### src/rtl/tmr_capcmp_pkg.sv
package tmr_capcmp_pkg;
  typedef enum logic [1:0] {
    EDGE_FALL = 2'b00,
    EDGE_RISE = 2'b01,
    EDGE_NONE = 2'b10,
    EDGE_BOTH = 2'b11
  } edge_sel_e;

  typedef struct packed {
    edge_sel_e edge_sel;
    logic      cap_mode;
  } ctl_t;

  localparam int  CTL_W    = $bits(ctl_t);
  localparam logic ADDR_VAL = 1'b0;
  localparam logic ADDR_CTL = 1'b1;
endpackage

### src/rtl/tmr_capcmp_edge.sv
module tmr_capcmp_edge
  import tmr_capcmp_pkg::*;
#(
  parameter int SYNC_STAGES = 2
) (
  input  logic      clk,
  input  logic      rst_n,
  input  logic      pin_in,
  input  edge_sel_e sel,
  output logic      trig
);
  logic [SYNC_STAGES-1:0] sync_q;
  logic                   last_q;
  logic                   samp;

  generate
    for (genvar i = 0; i < SYNC_STAGES; i++) begin : g_sync
      if (i == 0) begin : g_first
        always_ff @(posedge clk) begin
          if (!rst_n) sync_q[0] <= 1'b0;
          else        sync_q[0] <= pin_in;
        end
      end else begin : g_next
        always_ff @(posedge clk) begin
          if (!rst_n) sync_q[i] <= 1'b0;
          else        sync_q[i] <= sync_q[i-1];
        end
      end
    end
  endgenerate

  assign samp = sync_q[SYNC_STAGES-1];

  always_ff @(posedge clk) begin
    if (!rst_n) last_q <= 1'b0;
    else        last_q <= samp;
  end

  always_comb begin
    unique case (sel)
      EDGE_FALL: trig = ~samp & last_q;
      EDGE_RISE: trig = samp & ~last_q;
      EDGE_BOTH: trig = samp ^ last_q;
      default:   trig = 1'b0;
    endcase
  end
endmodule

### src/rtl/tmr_capcmp_match.sv
module tmr_capcmp_match #(
  parameter int CNT_W = 16
) (
  input  logic             clk,
  input  logic             rst_n,
  input  logic             en,
  input  logic [CNT_W-1:0] cnt,
  input  logic [CNT_W-1:0] cmp,
  input  logic             ovf,
  input  logic             clr,
  output logic             hit
);
  logic [CNT_W-1:0] prev_q;
  logic             eq;
  logic             zero_cmp;

  always_ff @(posedge clk) begin
    if (!rst_n) prev_q <= '0;
    else        prev_q <= cnt;
  end

  assign eq       = (cnt == cmp);
  assign zero_cmp = (cmp == '0);

  always_comb begin
    if (!en)           hit = 1'b0;
    else if (zero_cmp) hit = eq & (ovf | clr);
    else               hit = eq & (cnt != prev_q);
  end

  AST_NO_REPEAT: assert property (@(posedge clk) disable iff (!rst_n)
    (en && $stable(cnt) && cmp != '0) |-> !hit);
endmodule

### src/rtl/tmr_capcmp.sv
module tmr_capcmp
  import tmr_capcmp_pkg::*;
#(
  parameter int CNT_W       = 16,
  parameter int SYNC_STAGES = 2
) (
  input  logic             clk,
  input  logic             rst_n,
  input  logic             wr_en,
  input  logic             wr_addr,
  input  logic [CNT_W-1:0] wr_data,
  input  logic             rd_en,
  input  logic             rd_addr,
  output logic [CNT_W-1:0] rd_data,
  output logic             rd_vld,
  input  logic [CNT_W-1:0] cnt_val,
  input  logic             cnt_ovf,
  input  logic             cnt_clr,
  input  logic             cnt_stop,
  input  logic             pin_in,
  output logic             irq
);
  localparam int PAD_W = CNT_W - CTL_W;

  ctl_t             ctl_q;
  logic [CNT_W-1:0] val_q;
  logic             trig;
  logic             hit;
  logic             cap_fire;
  logic             wr_val;
  logic             wr_ctl;

  assign wr_val = wr_en && (wr_addr == ADDR_VAL);
  assign wr_ctl = wr_en && (wr_addr == ADDR_CTL);

  tmr_capcmp_edge #(.SYNC_STAGES(SYNC_STAGES)) u_edge (
    .clk    (clk),
    .rst_n  (rst_n),
    .pin_in (pin_in),
    .sel    (ctl_q.edge_sel),
    .trig   (trig)
  );

  tmr_capcmp_match #(.CNT_W(CNT_W)) u_match (
    .clk   (clk),
    .rst_n (rst_n),
    .en    (~ctl_q.cap_mode),
    .cnt   (cnt_val),
    .cmp   (val_q),
    .ovf   (cnt_ovf),
    .clr   (cnt_clr),
    .hit   (hit)
  );

  assign cap_fire = ctl_q.cap_mode & trig & ~cnt_stop;

  always_ff @(posedge clk) begin
    if (!rst_n) begin
      ctl_q <= '0;
      val_q <= '0;
      irq   <= 1'b0;
    end else begin
      if (wr_ctl) begin
        ctl_q.cap_mode <= wr_data[0];
        ctl_q.edge_sel <= edge_sel_e'(wr_data[2:1]);
      end
      if (wr_val)        val_q <= wr_data;
      else if (cap_fire) val_q <= cnt_val;
      irq <= hit | cap_fire;
    end
  end

  always_ff @(posedge clk) begin
    if (!rst_n) begin
      rd_vld  <= 1'b0;
      rd_data <= '0;
    end else begin
      rd_vld <= rd_en;
      if (rd_en) begin
        if (rd_addr == ADDR_CTL) rd_data <= {{PAD_W{1'b0}}, ctl_q};
        else                     rd_data <= val_q;
      end
    end
  end

  AST_CMP_HOLD: assert property (@(posedge clk) disable iff (!rst_n)
    (!ctl_q.cap_mode && !wr_val) |=> $stable(val_q));
  AST_ZERO_QUIET: assert property (@(posedge clk) disable iff (!rst_n)
    (!ctl_q.cap_mode && val_q == '0 && !cnt_ovf && !cnt_clr) |=> !irq);
  AST_CAP_LOAD: assert property (@(posedge clk) disable iff (!rst_n)
    (cap_fire && !wr_val) |=> (val_q == $past(cnt_val) && irq));
  AST_PROHIBITED: assert property (@(posedge clk) disable iff (!rst_n)
    (ctl_q.cap_mode && ctl_q.edge_sel == EDGE_NONE && !wr_val) |=> ($stable(val_q) && !irq));
  AST_STOP_HOLD: assert property (@(posedge clk) disable iff (!rst_n)
    (ctl_q.cap_mode && cnt_stop && !wr_val) |=> ($stable(val_q) && !irq));
endmodule

### config.mk
export PLATFORM = sky130hd
export DESIGN_NAME = tmr_capcmp
export DESIGN_NICKNAME = d
export VERILOG_FILES = /design/src/rtl/tmr_capcmp_pkg.sv /design/src/rtl/tmr_capcmp_edge.sv /design/src/rtl/tmr_capcmp_match.sv /design/src/rtl/tmr_capcmp.sv
export SDC_FILE = /design/constraint.sdc
export NUM_CORES = 1
export LEC_CHECK = 0
export BUFFER_PORTS_ARGS = -buffer_cell sky130_fd_sc_hd__clkbuf_2
export CAP_MARGIN = 40
export CORE_MARGIN = 10
export CORE_UTILIZATION = 40
export CTS_CLUSTER_SIZE = 28
export DETAILED_ROUTE_END_ITERATION = 10
export PLACE_DENSITY = 0.59
export REMOVE_ABC_BUFFERS = 1
export SYNTH_ARGS = -nofsm -noshare
export SYNTH_HDL_FRONTEND = slang
export SYNTH_SLANG_ARGS = --single-unit
export TNS_END_PERCENT = 50
### constraint.sdc
create_clock -name clk -period 2.43 [get_ports clk]
set_input_delay 0.486 -clock clk [delete_from_list [all_inputs] [get_ports clk]]
set_output_delay 0.486 -clock clk [all_outputs]
set_load 0.01 [all_outputs]
==> impl_results.md <==
* Clk_skew at 5.83 ps
* Cts bufs inserted at 5
* Die ar. at 9840 um^2
* Die width at 99.2 um
* Static Leak at 1.39 nW
* Fillers at 622
* Global Route Usage Sum at 11.8%
* Syn Inst Count at 273
* Wire length per cell at 14.7 um
* Multi-input logic area at 1240 um^2
* Post-Syn Area at 2510 um^2
* Drt first pass iters at 4
* Top-area cell type share of the netlist area at 44.7%
* GRT met1 Usage at 15.7%
* Final core occ at 49.1%
* Total Power at 1.75 mW
* Setup WS post-layout at 818 ps
* Worst setup EP type: flop
* NetSw at 445 uW
* Cell count after placement at 393
* Max clock buf depth at 2
* Met2 usage at 17.8%
* Setup crit start kind: flop
* Sum of negative setup slack at 0 ps
* Initial antenna violation count at 0
* Initial core utilization at 41.9%
* Top cells by area, synth: dfxtp_1 45%, xor2_1 11%, and2_1 8.2%
* Area growth syn-to-layout at 17.3%
* H-tree levels at 2
* Final nets at 369
* Post-CTS setup buffer count at 0
* Reg power frac at 57.1%
* Pint at 1.30 mW
* Switching share of power at 25.5%
* Period utilisation layout at 66.3%
* WP data required at 2610 ps
* Ys async rst share at 0%
* Final WL at 5.90 mm
* Antenna Nets Post-Route at 0
* Worst-margin pin slew at 636 ps
* Post-CTS resize count at 0
* Outcome: completed
* CTS clk-pin slew, worst paths at 100 ps
* EDFF count, synth at 0
* Port Buffer Count at 59
* Largest net degree at the start of global routing at 38
* Warnings from Yosys at 0
* Power Dens Cells at 593 nW/um^2
* First-pass GRT wire length at 9.72 mm
* DRC at 0
* Max-cap viol count at 0
* Fmax at 620 MHz
* Fin area at 2940 um^2
* Top-count cell post-synth: dfxtp_1
* Routing usage on met3 at 3.39%
* Seq/Total Area, Yosys at 44.7%
* Hold_buf cts at 0
* Post-synth cell types at 25
* Mean post-synth cell area at 9.19 um^2
* Setup slack at placement at 718 ps
* RSZ-0062 raised after global routing: false
* Final min period at 1610 ps
* Combinational share of power at 12.9%
* Core footprint at 5990 um^2
* Primary FF master, synth: dfxtp_1
* Synth top cells by count: 56 x dfxtp_1, 33 x and2_1, 32 x xor2_1
* Vias in the first global route at 1929
* Iteration-0 DRC Markers at 49
* Slew HR at 57.6%
* CTS tree: built
* Clk pwr share at 30.0%
* CTS sink cnt at 56
* Finished Layout Cells at 401
* DP HPWL at 4.33 mm
* Die Ht at 99.2 um
* HP Class: in -> reg
* Vias per inst at 4.85
* Global route total overflow at 0
* Flops & latches, synth at 56
* Max Slew Vio Count at 0
* Antenna cells at 0
* Worst skew pair latency at 300 ps
* Vias at 1945
* I/O pins at 60
* Final hold slack at 386 ps
* Peak supply drop at 0.384 mV
* Register area at 1120 um^2
* Worst Path Max Fanout at 17
* Share of layout cells above drive strength 1 at 20.9%
* Cell Area, Placed at 2850 um^2
* Gpl congestion at 0.751
* # setup viols final at 0
* Crit Path Class: reg -> reg
* Arrival time at the worst endpoint at 1790 ps
* Root Buffer: clkbuf_8
* Num rows at 28
* Most used routing layer: met2
* Post-synth top area cell: dfxtp_1
* Hold Fails Final Rpt at 0
-- layer usage --
| metal | vias up | part of all wire, % | routed length, um |
|---|---|---|---|
| met4 | 0 | 0.97 | 57 |
| met2 | 37 | 43 | 2560 |
| met5 | - | 0 | 0 |
| met3 | 4 | 4.9 | 289 |
| li1 | 1034 | - | - |
| met1 | 870 | 51 | 2990 |
-- final timing paths --
path,start,to,slack (ps),cells past startpoint
worst max register to register,u_edge.samp$_SDFF_PN0_,val_q[6]$_SDFFE_PN0P_,820,8
worst min register to register,u_edge.sync_q[0]$_SDFF_PN0_,u_edge.samp$_SDFF_PN0_,440,1
worst min-delay path,pin_in,u_edge.sync_q[0]$_SDFF_PN0_,390,2
worst max-delay path,u_edge.samp$_SDFF_PN0_,val_q[6]$_SDFFE_PN0P_,820,8
-- placed cells by master, fill, tap and decap left out, drive strengths merged --
master	n
clkbuf	67
dfxtp	56
and2	33
xor2	32
nand2	22
mux2i	20
o21ai	16
a21oi	16
inv	15
o22ai	14
nor4	11
nand3	4
a21boi	4
o211a	3
buf	3
ha	2
nand2b	1
nand3b	1
nand4	1
nor3	1
or3	1
nor2	1
and4	1
o2111ai	1
-- power groups by stage --
| stage | combinational [mW] | clock, mW | sequential (mW) |
|---|---|---|---|
| floorplan | 0.111 | 0 | 1.01 |
| global placement | 0.221 | 0 | 1.02 |
| detailed placement | 0.227 | 0 | 1.02 |
| CTS | 0.229 | 0.541 | 0.997 |
| global route | 0.255 | 0.574 | 1.00 |
| finish | 0.226 | 0.523 | 0.996 |
-- registers in the layout, summed over array words and instances, names as in the netlist --
| register | count |
|---|---|
| ctl_q | 3 |
| irq | 1 |
| val_q | 16 |
| u_edge.last_q | 1 |
| rd_vld | 1 |
| u_edge.sync_q | 1 |
| u_edge.samp | 1 |
| u_match.prev_q | 16 |
| rd_data | 16 |
-- critical path: stages, from the launching register on --
cell	delay, ps
dfxtp_1	360
inv_1	50
ha_1	180
mux2i_1	120
o22ai_1	90
nand3b_1	80
buf_4	300
mux2i_1	230
a21oi_1	80
-- area by class of cell --
| cell class | instances | share of cell area (%) |
|---|---|---|
| multi-input combinational | 185 | 42.3 |
| tap | 75 | 3.19 |
| sequential | 56 | 38.1 |
| clock buffer | 8 | 3.06 |
| timing repair buffer | 62 | 11.5 |
| inverter | 15 | 1.91 |
-- cell families (layout without fill, tap and decap cells) --
logic type	count (synthesis)	count (layout)	share of synthesized area, %
compound gates	54	54	12.6
xor+xnor	32	32	11.2
fa+ha+maj	2	2	0.997
buf+inv	32	85	5.74
flops	56	56	44.7
mux	20	20	7.98
simple gates	77	77	16.8
No activity file was read; power rests on OpenSTA's default activity.
